===== config.mk =====
export PLATFORM = sky130hd
export DESIGN_NAME = pwm10_gen
export DESIGN_NICKNAME = d
export VERILOG_FILES = /design/src/rtl/pwm10_pkg.sv /design/src/rtl/pwm10_regs.sv /design/src/rtl/pwm10_timebase.sv /design/src/rtl/pwm10_outlatch.sv /design/src/rtl/pwm10_gen.sv
export SDC_FILE = /design/constraint.sdc
export NUM_CORES = 1
export LEC_CHECK = 0
export ABC_AREA = 0
export BUFFER_PORTS_ARGS = -buffer_cell sky130_fd_sc_hd__buf_4
export CORE_ASPECT_RATIO = 1.4
export CORE_MARGIN = 2
export CORE_UTILIZATION = 51
export DETAILED_ROUTE_END_ITERATION = 16
export GPL_TIMING_DRIVEN = 0
export PLACE_DENSITY = 0.72
export SETUP_SLACK_MARGIN = 0.15
export SLEW_MARGIN = 40
export SYNTH_ARGS = -nofsm -noshare
export SYNTH_HDL_FRONTEND = slang
export SYNTH_HIERARCHICAL = 1
export SYNTH_SLANG_ARGS = --single-unit

===== constraint.sdc =====
create_clock -name clk -period 2.8 [get_ports clk]
set_input_delay 0.42 -clock clk [delete_from_list [all_inputs] [get_ports clk]]
set_output_delay 0.42 -clock clk [all_outputs]
set_load 0.01 [all_outputs]

===== src/rtl/pwm10_pkg.sv =====
package pwm10_pkg;

    localparam int TMR_W_DEF  = 8;
    localparam int FRAC_W_DEF = 2;

    typedef enum logic [1:0] {
        EV_NONE  = 2'd0,
        EV_WRAP  = 2'd1,
        EV_MATCH = 2'd2
    } pwm_event_e;

    function automatic logic all_ones(input logic [FRAC_W_DEF-1:0] v);
        return &v;
    endfunction

endpackage


===== src/rtl/pwm10_regs.sv =====
module pwm10_regs #(
    parameter int TMR_W  = pwm10_pkg::TMR_W_DEF,
    parameter int FRAC_W = pwm10_pkg::FRAC_W_DEF,
    localparam int BW    = TMR_W + FRAC_W
) (
    input  logic              clk,
    input  logic              rst,
    input  logic              period_we,
    input  logic [TMR_W-1:0]  period_wd,
    input  logic              duty_hi_we,
    input  logic [TMR_W-1:0]  duty_hi_wd,
    input  logic              ctrl_we,
    input  logic [FRAC_W:0]   ctrl_wd,
    output logic [TMR_W-1:0]  period,
    output logic [BW-1:0]     duty_master,
    output logic              ctrl_en
);

    logic [TMR_W-1:0]  period_q;
    logic [TMR_W-1:0]  hi_q;
    logic [FRAC_W-1:0] lo_q;
    logic              en_q;

    always_ff @(posedge clk) begin
        if (rst) begin
            period_q <= '0;
            hi_q     <= '0;
            lo_q     <= '0;
            en_q     <= 1'b0;
        end else begin
            if (period_we)  period_q <= period_wd;
            if (duty_hi_we) hi_q     <= duty_hi_wd;
            if (ctrl_we) begin
                en_q <= ctrl_wd[FRAC_W];
                lo_q <= ctrl_wd[FRAC_W-1:0];
            end
        end
    end

    assign period      = period_q;
    assign duty_master = {hi_q, lo_q};
    assign ctrl_en     = en_q;

endmodule


===== src/rtl/pwm10_timebase.sv =====
module pwm10_timebase #(
    parameter int TMR_W  = pwm10_pkg::TMR_W_DEF,
    parameter int FRAC_W = pwm10_pkg::FRAC_W_DEF,
    localparam int BW    = TMR_W + FRAC_W
) (
    input  logic             clk,
    input  logic             rst,
    input  logic             en,
    input  logic             tick,
    input  logic [TMR_W-1:0] period,
    output logic [BW-1:0]    base,
    output logic             wrap
);

    logic [BW-1:0] base_q;
    logic          phase_full;
    logic          count_hit;

    assign phase_full = &base_q[FRAC_W-1:0];
    assign count_hit  = (base_q[BW-1:FRAC_W] == period);
    assign wrap       = en && tick && phase_full && count_hit;

    always_ff @(posedge clk) begin
        if (rst || !en) begin
            base_q <= '0;
        end else if (tick) begin
            base_q <= wrap ? '0 : base_q + 1'b1;
        end
    end

    assign base = base_q;

endmodule


===== src/rtl/pwm10_outlatch.sv =====
module pwm10_outlatch #(
    parameter int TMR_W  = pwm10_pkg::TMR_W_DEF,
    parameter int FRAC_W = pwm10_pkg::FRAC_W_DEF,
    localparam int BW    = TMR_W + FRAC_W
) (
    input  logic          clk,
    input  logic          rst,
    input  logic          en,
    input  logic          tick,
    input  logic          wrap,
    input  logic [BW-1:0] base,
    input  logic [BW-1:0] duty_master,
    output logic [BW-1:0] slave,
    output logic          latch_q
);
    import pwm10_pkg::*;

    logic [BW-1:0] slave_q;
    logic          lat_q;
    logic [BW-1:0] base_next;
    pwm_event_e    ev;

    assign base_next = base + 1'b1;

    always_comb begin
        ev = EV_NONE;
        if (en && tick) begin
            if (wrap)                      ev = EV_WRAP;
            else if (base_next == slave_q) ev = EV_MATCH;
        end
    end

    always_ff @(posedge clk) begin
        if (rst) begin
            slave_q <= '0;
            lat_q   <= 1'b0;
        end else if (!en) begin
            lat_q   <= 1'b0;
        end else begin
            case (ev)
                EV_WRAP: begin
                    slave_q <= duty_master;
                    lat_q   <= (duty_master != '0);
                end
                EV_MATCH: lat_q <= 1'b0;
                default:  ;
            endcase
        end
    end

    assign slave   = slave_q;
    assign latch_q = lat_q;

endmodule


===== src/rtl/pwm10_gen.sv =====
module pwm10_gen #(
    parameter int TMR_W  = pwm10_pkg::TMR_W_DEF,
    parameter int FRAC_W = pwm10_pkg::FRAC_W_DEF
) (
    input  logic              clk,
    input  logic              rst,
    input  logic              period_we,
    input  logic [TMR_W-1:0]  period_wd,
    input  logic              duty_hi_we,
    input  logic [TMR_W-1:0]  duty_hi_wd,
    input  logic              ctrl_we,
    input  logic [FRAC_W:0]   ctrl_wd,
    input  logic              presc_en,
    input  logic              out_en,
    output logic              pin_o,
    output logic              pin_oe
);
    localparam int BW = TMR_W + FRAC_W;

    logic [TMR_W-1:0] period;
    logic [BW-1:0]    duty_master;
    logic             ctrl_en;
    logic [BW-1:0]    base;
    logic             wrap;
    logic [BW-1:0]    slave;
    logic             latch_q;

    pwm10_regs #(.TMR_W(TMR_W), .FRAC_W(FRAC_W)) u_regs (
        .clk(clk), .rst(rst),
        .period_we(period_we), .period_wd(period_wd),
        .duty_hi_we(duty_hi_we), .duty_hi_wd(duty_hi_wd),
        .ctrl_we(ctrl_we), .ctrl_wd(ctrl_wd),
        .period(period), .duty_master(duty_master), .ctrl_en(ctrl_en)
    );

    pwm10_timebase #(.TMR_W(TMR_W), .FRAC_W(FRAC_W)) u_tb (
        .clk(clk), .rst(rst), .en(ctrl_en), .tick(presc_en),
        .period(period), .base(base), .wrap(wrap)
    );

    pwm10_outlatch #(.TMR_W(TMR_W), .FRAC_W(FRAC_W)) u_out (
        .clk(clk), .rst(rst), .en(ctrl_en), .tick(presc_en),
        .wrap(wrap), .base(base), .duty_master(duty_master),
        .slave(slave), .latch_q(latch_q)
    );

    assign pin_oe = out_en;
    assign pin_o  = out_en & latch_q;

endmodule


## After elaboration in Yosys (flattened, before gate mapping)

Cells that the tools add are included.

| operators by class | value |
|---|---|
| add/subtract/negate cells | 1 |
| eq/ne operators | 4 |
| mux-type cells | 5 |
| bitwise gates (word level) | 2 |
| reductions and logical operators | 10 |

Operators by type and width:

| kind | count |
|---|---|
| 10-bit by 1-bit adder with 10-bit output (second input constant) | 1 |
| 10-bit == test | 1 |
| 10-bit 2-to-1 mux | 1 |
| 10-bit nonzero test | 1 |
| 8-bit == test | 1 |
| 2-bit 2-to-1 mux | 3 |
| 2-bit AND reduction | 2 |
| 1-bit logical AND | 3 |
| 2-bit by 1-bit == test with 1-bit output (second input constant) | 1 |
| 2-bit == test (second input constant) | 1 |
| 1-bit one-hot mux with 2 select lines | 1 |
| 2-bit nonzero test | 1 |
| 2-bit OR reduction | 1 |
| 1-bit AND | 1 |
| 1-bit logical NOT | 1 |
| 1-bit logical OR | 1 |
| 1-bit NOT | 1 |

| word-level totals | value |
|---|---|
| bits in registers | 40 |
| output and inout port bits | 2 |

## Logic depth before layout (Yosys ltp)

Gate-level depths: netlist (run 1).

| depth | value |
|---|---|
| depth in word-level cells | 7 |
| mapped depth | 12 |
| mapped depth without buffers | 11 |

## By module

The synthesis (run 1) kept the hierarchy.

By module, submodules not included:

| module | times used | cells each | area an instance (µm²) |
|---|---|---|---|
| pwm10_outlatch | 1 | 103 | 774.5 |
| pwm10_regs | 1 | 61 | 689.4 |
| pwm10_timebase | 1 | 62 | 548.0 |
| pwm10_gen | 1 | 2 | 13.8 |

## Worst setup path after synthesis (run 1)

OpenSTA, ideal clock, no wires.

| path | value |
|---|---|
| path kind | flip-flop to flip-flop |
| from | register u_tb.base_q[0] (netlist: u_tb/base[0]) |
| to | register u_out.slave_q[0] (netlist: u_out/slave[0]) |
| library setup time | 132 ps |
| arrival | 2513 ps |
| required time | 2668 ps |
| slack | 155 ps |
| cell stages (with the launch flop) | 11 |
| clock period less this slack | 2645 ps |
| cells stage by stage | dfxtp_1 > ha_1 > clkbuf_1 > nand3_1 > or4b_4 > a2111o_1 > ha_1 > and2_1 > clkbuf_1 > nand2_1 > a21oi_1 |

| on the way | value |
|---|---|
| cells in the longest elaborated chain, start to end | 7 |
| elaborated cells on any way between the ends | 10 |
| those cells by class | add/sub (1); eq/ne (2); mux (3); reduce/logical (4) |

RTL lines:

| item | line | RTL |
|---|---|---|
| start: declaration | pwm10_timebase.sv:15 | `logic [BW-1:0] base_q;` |
| start signal: assignment | pwm10_timebase.sv:27 | `base_q <= wrap ? '0 : base_q + 1'b1;` |
| 10-bit by 1-bit adder with 10-bit output or 2-bit AND reduction (tied branches) | pwm10_outlatch.sv:23, pwm10_timebase.sv:19 |  |
| 10-bit == test or 1-bit logical AND (tied branches) | pwm10_outlatch.sv:29, pwm10_timebase.sv:21 |  |
| 2-bit 2-to-1 mux or 1-bit logical AND (tied branches) | pwm10_outlatch.sv:29, pwm10_timebase.sv:21 |  |
| 2-bit 2-to-1 mux (*) | pwm10_outlatch.sv:28 | `if (wrap) ev = EV_WRAP;` |
| 2-bit 2-to-1 mux (*) | pwm10_outlatch.sv:27 | `if (en && tick) begin` |
| 2-bit by 1-bit == test with 1-bit output (*) | pwm10_outlatch.sv:40 | `case (ev)` |
| 2-bit AND reduction (no source line) (*) | -- |  |
| end signal: assignment | pwm10_outlatch.sv:42 | `slave_q <= duty_master;` |
| end: declaration | pwm10_outlatch.sv:18 | `logic [BW-1:0] slave_q;` |

Every way passes the cells marked *; elsewhere a longest branch is shown, timed or not.
A chain may end at the register's enable or synchronous reset.

## Final worst setup path (run 1)

| path | value |
|---|---|
| from | register u_tb.base_q[0] (netlist: u_tb/base[0]) |
| to | register u_out.slave_q[4] (netlist: u_out/slave[4]) |

Same word-level chain as after synthesis.

==> impl_metrics.toml, run 1 <==
[power_and_ir_drop]
clock_power_share_pct = 42.4
seq_power_share_pct = 49.4
internal_power_uw = 951
ir_worst_vdd_v = 0.000435
power_switching_uw = 253
netSwitchingFraction_pct = 21.0
totalPowerFinal_uw = 1200
power_frac_comb_pct = 8.1
power.density_nw_per_um2 = 477
leakage_uw = 0.00102

[logic_synthesis]
synthCells = 228
synth_top_area_cell = "dfxtp_1"
ys_types = 40
ys_top_cells_by_area = "dfxtp_1 40%, mux2i_1 9.9%, xnor2_1 8.2%"
syn_avg_cell_area_sq_um = 8.88
yosys_warnings = 6
seq_area_frac_synth_pct = 39.5
ys_ff_latch = 40
synth_common_cells = "40 x dfxtp_1, 36 x nor2_1, 33 x nand2_1"
synthFlopType = "dfxtp_1"
syn-num-nets = 258
syn_area_sq_um = 2030
yosysMostFrequentCell = "dfxtp_1"
synth-async-reset-ratio_pct = 0
netlist.area_leader.share_pct = 39.5
synth_edf_count = 0

[cells_and_area]
synthToLayoutAreaGrowth_pct = 24.5
n_antenna_cell = 0
fin_nets = 299
nFillCells = 325
drive_above_1_share_pct = 25.6
fin_util_pct = 64.9

[routing]
routedWlPerCell_microns = 13.6
drt-initial-drc-count = 70
antenna_left = 0
finalWirelength_microns = 4250
first_pass_iters = 4
num_vias = 1665
viasPerCell = 5.32
drc = 0

[clocking]
ctsRootBufferMaster = "clkbuf_8"
clk_latency_ns = 0.29
ctsLongestPathBuffers = 2
cts_tree = "built"
cts_sinks = 40
cts.clk_slew.worst_paths_ns = 0.08
cts_inserted_buffers = 5
htree_levels = 2

[worst_setup_path]
start_kind = "flop"
rr_endpoint = "u_out/slave[4]"
critPathRequiredTime_ns = 2.96
cp-end-kind = "flop"
crit_path_start = "u_tb/base[0]"
ff2ff_setup_slack_ns = 0.23
worst_r2r_path_depth = 10
r2r_start = "u_tb/base[0]"
crit_type = "flop to flop"
cp_max_fo = 10
cp.arrival_ns = 2.73

[placement]
portBuffers = 25
dpl.hpwl_microns = 3170
gp_congestion = 0.802

[timing]
final.setup.tns_ns = 0
drv_slew = 0
fmax_ghz = 0.390
min_period_over_period_pct = 91.6
period_minus_slack_ns = 2.57
finalSetupViolations = 0
hold_viol_final = 0
tightest_slew_ns = 0.458
rsz0062_at_grt = "no"
relSlewSlack_pct = 69.4
skew_ns = 0.00848

[global_route]
antenna_found_initial = 0
first_global_vias = 1527
grt_pass1_wl_microns = 7040
grt_max_degree = 13
grt.total_usage_pct = 20.1
overflow = 0

[hold_path]
hold_path_end = "u_out/latch_q"
hold_path_class = "input port to flop"
hp-start = "rst"
holdPathStages = 2

[floorplan]
dieArea_sq_um = 4500
coreArea_sq_um = 3880
die_h_microns = 78.6
start_util_pct = 52.1
num_io_pins = 28
die_w_microns = 57.3
rows = 27

[run_status]
outcome = "complete, no violations"

[run]
drv_cap = 0
==> critical path: stages, from the launching register on <==
cell and delay (ns):
dfxtp_4 0.39, ha_1 0.15, clkbuf_4 0.17, nand3_1 0.07, or4b_4 0.52, a2111o_1 0.43, ha_1 0.21, and2_1 0.15
buf_2 0.18, nand2_1 0.09, a21oi_1 0.06
==> flip-flops by register name, summed over array words and instances, names as in the netlist <==
name            count
u_regs/hi_q         8
u_tb/base          10
u_out/slave        10
u_regs/ctrl_en      1
u_regs/period       8
u_regs/lo_q         2
u_out/latch_q       1
==> area by class of cell <==
class | instances | area [sq um] | area share, %
Timing Repair Buffer | 34 | 258 | 10.2
Clock buffer | 7 | 96.3 | 3.82
Inverter | 1 | 3.75 | 0.149
Clock inverter | 1 | 30.0 | 1.19
Buffer | 10 | 83.8 | 3.33
Multi-Input combinational cell | 177 | 1170 | 46.5
Tap cell | 43 | 53.8 | 2.13
Sequential cell | 40 | 823 | 32.7
==> kinds of logic after synthesis <==
| family | after synthesis | synth area share (%) |
|---|---|---|
| flip-flops | 40 | 39.5 |
| multiplexers | 20 | 9.88 |
| AND/OR/NAND/NOR | 100 | 23.1 |
| buffers and inverters | 11 | 3.89 |
| XOR/XNOR | 30 | 13.0 |
| AO/OA/AOI/OAI | 23 | 8.15 |
| adder cells (fa/ha/maj) | 4 | 2.47 |
==> per-layer routing <==
metal,GRT usage (%),vias up,share of wire (%)
met5,0,-,0
met4,11.2,0,1.7
met3,5.60,8,3.6
met2,32.6,33,50
met1,23.6,766,45
li1,-,858,-
==> timing repair <==
| item | CTS | global route |
|---|---|---|
| hold buffers | 0 | 0 |
| pin swaps | 0 | 3 |
| setup buffers | 0 | 9 |
| endpoints found under the setup margin | 11 | 11 |
| gates resized for setup | 13 | 12 |
==> metrics by stage <==
stage | cell area [sq um] | instances | setup WS [ns] | hold slack (ns)
after floorplan | 2030 | 228 | 0.155 | 0.444
after global placement | 2270 | 296 | -0.131 | 0.458
after detailed placement | 2270 | 296 | -0.185 | 0.461
after CTS | 2420 | 304 | 0.158 | 0.318
after global routing | 2520 | 313 | 0.122 | 0.319
final | 2520 | 313 | 0.234 | 0.321
==> how the worst max path moves through the flow <==
stage                      to  slack (ns)  cells after the start
2_1_floorplan  u_out/slave[0]        0.15                     10
3_3_place_gp   u_out/slave[4]       -0.13                     10
3_5_place_dp   u_out/slave[5]       -0.19                     10
4_1_cts        u_out/slave[5]        0.16                     10
5_1_grt        u_out/slave[1]        0.12                     10
6_report       u_out/slave[4]        0.23                     10
==> placed cells by master, fill, tap and decap left out, types with 2 or more instances in the layout <==
cell      instances
buf_6             3
nor2b_1           2
xnor2_1          19
nand3_1           4
xor2_1           11
nand4_1           7
dfxtp_2           3
mux2i_1          20
buf_2             2
clkbuf_4          2
a21oi_1          12
nor4_1            2
nor2_1           36
ha_1              3
and2_1            2
buf_4            33
nor3_1            3
dfxtp_4           5
o21ai_0           2
clkbuf_8          8
nand2_1          33
dfxtp_1          32
==> power groups by stage <==
stage / logic [uW] / registers, uW / clock network, uW
after global routing: 108 / 597 / 547
after floorplan: 58.1 / 609 / 0
after detailed placement: 96.1 / 613 / 0
after global placement: 93.0 / 613 / 0
final: 97.9 / 595 / 511
after CTS: 96.6 / 598 / 516
(Power assumes the default switching activity.)
==> run 2, diff against run 1 <==
--- a/config.mk
+++ b/config.mk
@@ -7,12 +7,12 @@
 export LEC_CHECK = 0
 export ABC_AREA = 0
 export BUFFER_PORTS_ARGS = -buffer_cell sky130_fd_sc_hd__buf_4
-export CORE_ASPECT_RATIO = 1.4
+export CORE_ASPECT_RATIO = 0.7
 export CORE_MARGIN = 2
-export CORE_UTILIZATION = 51
+export CORE_UTILIZATION = 26
 export DETAILED_ROUTE_END_ITERATION = 16
 export GPL_TIMING_DRIVEN = 0
-export PLACE_DENSITY = 0.72
+export PLACE_DENSITY = 0.41
 export SETUP_SLACK_MARGIN = 0.15
 export SLEW_MARGIN = 40
 export SYNTH_ARGS = -nofsm -noshare
==> run 2 against run 1 <==
Against the previous run:
- count of clock-buffer cells in the layout fell by 1
- via count rose by 2.1%
- clock power fell by 1%
- die area rose by 89%
- wire length rose by 19%
- power fell by 0.14%
- global-route usage fell by 7.8 points
- largest cell class unchanged
- highest routed layer unchanged
- combinational power barely moved
- non-clock buffer count rose by 7
- flip-flop and latch count did not move
- maximum frequency rose by 2.3%
==> impl_metrics.toml, run 2 (synthesized netlist as in run 1, its figures left out) <==
[run_status]
outcome = "complete, no violations"

[timing]
rsz0062_at_grt = "no"
tightest_slew_ns = 0.444
period_minus_slack_ns = 2.51
hold_viol_final = 0
holdWs_ns = 0.313
finalSetupViolations = 0
fmax_ghz = 0.399
relSlewSlack_pct = 70.4
skew_ns = 0.0119
drv_slew = 0
min_period_over_period_pct = 89.6

[cells_and_area]
nFillCells = 789
fin_nets = 306
synthToLayoutAreaGrowth_pct = 30.5
mostFrequentLayoutCell = "buf_4"
final_cell_mix = "41 x buf_4, 36 x nor2_1, 34 x dfxtp_1"
multi_input_area_sq_um = 1180
regArea_sq_um = 823
drive_above_1_share_pct = 28.5
n_antenna_cell = 0
fin_util_pct = 35.6

[clocking]
ctsLongestPathBuffers = 2
cts_sinks = 40
htree_levels = 2
postCtsHoldBufs = 0
cts_inserted_buffers = 5
ctsRootBufferMaster = "clkbuf_8"
cts.clk_slew.worst_paths_ns = 0.08
cts_tree = "built"
clk_latency_ns = 0.30

[global_route]
first_global_vias = 1499
grt_max_degree = 14
grt_pass1_wl_microns = 7880
grt.total_usage_pct = 12.3
overflow = 0
antenna_found_initial = 0

[placement]
dpl.hpwl_microns = 3730
gp_congestion = 0.764
portBuffers = 25

[worst_setup_path]
ff2ff_setup_slack_ns = 0.29
start_kind = "flop"
crit_path_top_delay_cell = "a2111o_1"
critPathBufInv = 1
crit_chain = "and4_4, nand4_1, o31ai_2, o221ai_2, a2111o_1, ha_2, and2_1, buf_4, nand2_1, a21oi_1"
crit_type = "flop to flop"
cp_max_fo = 10
cp.arrival_ns = 2.68
cp_slowest_stage_delay_ns = 0.44
cp-end-kind = "flop"
crit_family = "compound AO/OA/AOI/OAI gates"
critPathRequiredTime_ns = 2.97

[routing]
antenna_left = 0
finalWirelength_microns = 5060
num_vias = 1700
drc = 0
drt-initial-drc-count = 102
viasPerCell = 4.53
routedWlPerCell_microns = 13.5
first_pass_iters = 4

[floorplan]
dieArea_sq_um = 8520
start_util_pct = 27.3
rows = 26
die_w_microns = 110
coreArea_sq_um = 7420
num_io_pins = 28
die_h_microns = 77.9

[power_and_ir_drop]
leakage_uw = 0.00104
power.density_nw_per_um2 = 455
ir_worst_vdd_v = 0.000260

[hold_path]
hold_path_class = "input port to flop"

[run]
drv_cap = 0
-- run 2: cell count changes in the layout (fill, tap and decap cells not counted), sizes merged --
cell,delta
buf,+8
clkbuf,-1
clkinv,+1
dlymetal6s2s,-1
-- run 2: routing by layer --
layer  GRT usage (%)  vias to the layer above  part of all wire [%]
met3            3.45                        8                   4.3
met1            20.2                      791                    59
met4            4.56                        0                   1.4
li1                -                      876                     -
met5               0                        -                     0
met2            14.3                       25                    35
-- run 2: what timing repair did --
| item | in CTS | in global routing |
|---|---|---|
| endpoints found under the setup margin | 11 | 11 |
| resized for setup | 15 | 17 |
| buffers inserted | 0 | 16 |
| pin swaps | 0 | 5 |
-- run 2: path summary, 6_finish.rpt --
path / start / cells after the start / to
worst max-delay path: u_tb/base[2] / 10 / u_out/slave[0]
worst min-delay path: rst / 2 / u_out/latch_q
worst max register to register: u_tb/base[2] / 10 / u_out/slave[0]
worst min register to register: u_out/slave[9] / 2 / u_out/slave[9]
-- run 2: report_power, final --
| group | internal, uW | switching [uW] |
|---|---|---|
| Sequential | 580 | 16.3 |
| Clock | 292 | 214 |
| Combinational | 56.2 | 44.8 |
| Total | 927 | 275 |
-- run 2: cell type report --
class / count / share of cell area (%)
Multi-Input combinational cell: 177 / 44.6
Sequential cell: 40 / 31.1
Timing Repair Buffer: 41 / 11.5
Tap cell: 98 / 4.64
Buffer: 10 / 3.41
Clock buffer: 6 / 3.12
Clock inverter: 2 / 1.47
Inverter: 1 / 0.142
-- run 2: stage by stage --
stage	setup TNS [ns]	area [sq um]	std cells	total power (uW)	setup slack, ns
floorplan	0	2030	228	667	0.155
global placement	-2.64	2340	351	713	-0.265
detailed placement	-2.78	2340	351	713	-0.280
CTS	0	2490	359	1220	0.166
global route	0	2640	375	1260	0.135
finish	0	2640	375	1200	0.292
==> run 3, diff against run 2 <==
--- a/config.mk
+++ b/config.mk
@@ -9,10 +9,10 @@
 export BUFFER_PORTS_ARGS = -buffer_cell sky130_fd_sc_hd__buf_4
 export CORE_ASPECT_RATIO = 0.7
 export CORE_MARGIN = 2
-export CORE_UTILIZATION = 26
+export CORE_UTILIZATION = 51
 export DETAILED_ROUTE_END_ITERATION = 16
 export GPL_TIMING_DRIVEN = 0
-export PLACE_DENSITY = 0.41
+export PLACE_DENSITY = 0.72
 export SETUP_SLACK_MARGIN = 0.15
 export SLEW_MARGIN = 40
 export SYNTH_ARGS = -nofsm -noshare
==> run 3 against run 2 <==
Against the previous run:
- wire length decreased by 9.7%
- die area decreased by 47%
- clock skew decreased by 0.0053 ns
- worst hold slack improved by 0.015 ns
- maximum frequency decreased by 3.4%
- non-clock buffer count increased by 3
- sequential power about the same
- global-route usage increased by 8.1 points
- critical path depth unchanged
- critical path type unchanged
- largest power group unchanged
==> impl_metrics.toml, run 3 (synthesized netlist as in run 1, its figures left out) <==
[worst_setup_path]
critPathBufInv = 1
crit_path_top_delay_cell = "a2111o_1"
critPathRequiredTime_ns = 2.96
crit_family = "compound AO/OA/AOI/OAI gates"
crit_chain = "and4_4, nand4_1, o31ai_2, o221ai_2, a2111o_1, ha_1, and2_1, buf_4, nand2_1, a21oi_1"
cp_max_fo = 10
cp.arrival_ns = 2.76
cp_slowest_stage_delay_ns = 0.45
crit_type = "flop to flop"
start_kind = "flop"
cp-end-kind = "flop"

[global_route]
first_global_vias = 1440
grt_max_degree = 13
use_met1_pct = 31.1
grt.total_usage_pct = 20.5
overflow = 0
use_met2_pct = 27.2
grt.busiest_layer = "met1"
antenna_found_initial = 0
use_met3_pct = 7.40
grt_pass1_wl_microns = 7000

[placement]
portBuffers = 25
gp_congestion = 0.786
dpl.hpwl_microns = 3100

[timing]
finalSetupViolations = 0
holdWs_ns = 0.327
rsz0062_at_grt = "yes"
skew_ns = 0.00656
period_minus_slack_ns = 2.60
tightest_slew_ns = 0.457
drv_slew = 0
hold_viol_final = 0
min_period_over_period_pct = 92.7
relSlewSlack_pct = 69.5
fmax_ghz = 0.385

[floorplan]
die_h_microns = 56.7
rows = 19
start_util_pct = 52.3
dieArea_sq_um = 4500
die_w_microns = 79.3
coreArea_sq_um = 3870
num_io_pins = 28

[clocking]
cts_inserted_buffers = 5
ctsRootBufferMaster = "clkbuf_8"
ctsLongestPathBuffers = 2
cts_tree = "built"
htree_levels = 2
cts_sinks = 40
cts.clk_slew.worst_paths_ns = 0.08
clk_latency_ns = 0.30

[routing]
antenna_left = 0
num_vias = 1723
routedWlPerCell_microns = 13.8
drt-initial-drc-count = 122
first_pass_iters = 4
finalWirelength_microns = 4570
viasPerCell = 5.19
drc = 0

[power_and_ir_drop]
totalPowerFinal_uw = 1090
power.density_nw_per_um2 = 419
leakage_uw = 0.00105
netSwitchingFraction_pct = 23.7
power_switching_uw = 259
seq_power_share_pct = 54.5
ir_worst_vdd_v = 0.000379
clock_power_share_pct = 36.3
power_frac_comb_pct = 9.2
internal_power_uw = 833

[cells_and_area]
n_antenna_cell = 0
synthToLayoutAreaGrowth_pct = 28.5
drive_above_1_share_pct = 29.3
final_cell_mix = "46 x buf_4, 36 x nor2_1, 34 x dfxtp_1"
fin_nets = 309
mostFrequentLayoutCell = "buf_4"
nFillCells = 328

[run]
drv_cap = 0

[hold_path]
hold_path_class = "input port to flop"

[run_status]
outcome = "complete, no violations"
==> run 3: power groups by stage <==
stage          clock network, uW  logic [uW]  registers, uW
6_report                     396         100            595
5_1_grt                      433         109            597
4_1_cts                      409        95.6            598
3_5_place_dp                   0        95.2            614
3_3_place_gp                   0        93.7            614
2_1_floorplan                  0        58.1            609
==> run 3: layout make-up <==
type | count | area, sq um | share of cell area, %
Sequential cell | 40 | 823 | 31.6
Multi-Input combinational cell | 177 | 1200 | 46.1
Inverter | 1 | 3.75 | 0.144
Tap cell | 52 | 65.1 | 2.50
Timing Repair Buffer | 44 | 330 | 12.7
Buffer | 10 | 87.6 | 3.37
Clock buffer | 6 | 82.6 | 3.17
Clock inverter | 2 | 10.0 | 0.385
==> run 3: worst reg2reg max path, stage by stage, from the launching register on <==
cell      delay, ns
dfxtp_4        0.40
and4_4         0.26
nand4_1        0.18
o31ai_2        0.29
o221ai_2       0.20
a2111o_1       0.45
ha_1           0.23
and2_1         0.16
buf_4          0.16
nand2_1        0.08
a21oi_1        0.06
==> run 3: per-stage QoR <==
step	std cells	setup WS, ns	util, %	setup TNS (ns)	cell area (sq um)
after floorplan	228	0.155	-	0	2030
after global placement	305	-0.163	58.8	-1.61	2280
after detailed placement	305	-0.202	58.8	-1.98	2280
after CTS	313	0.176	61.7	0	2390
after global routing	332	0.126	67.2	0	2600
final	332	0.203	67.2	0	2600
==> run 3: metal layers <==
metal / vias to the layer above / share of wire [%]
met1: 806 / 53
met2: 39 / 41
li1: 875 / -
met3: 3 / 4.6
met4: 0 / 0.70
met5: - / 0
==> run 3: worst paths after layout <==
check | from | endpoint | slack (ns) | cells past startpoint
min reg2reg | u_regs/hi_q[4] | u_out/slave[6] | 0.47 | 2
min | rst | u_out/latch_q | 0.33 | 2
max reg2reg | u_tb/base[2] | u_out/slave[9] | 0.20 | 10
max | u_tb/base[2] | u_out/slave[9] | 0.20 | 10
==> run 3: what timing repair did <==
item / 4_1_cts / 5_1_grt
hold buffers: 0 / 0
pin swaps: 0 / 7
resized for setup: 12 / 20
buffers inserted: 0 / 19
setup endpoints to repair: 11 / 11
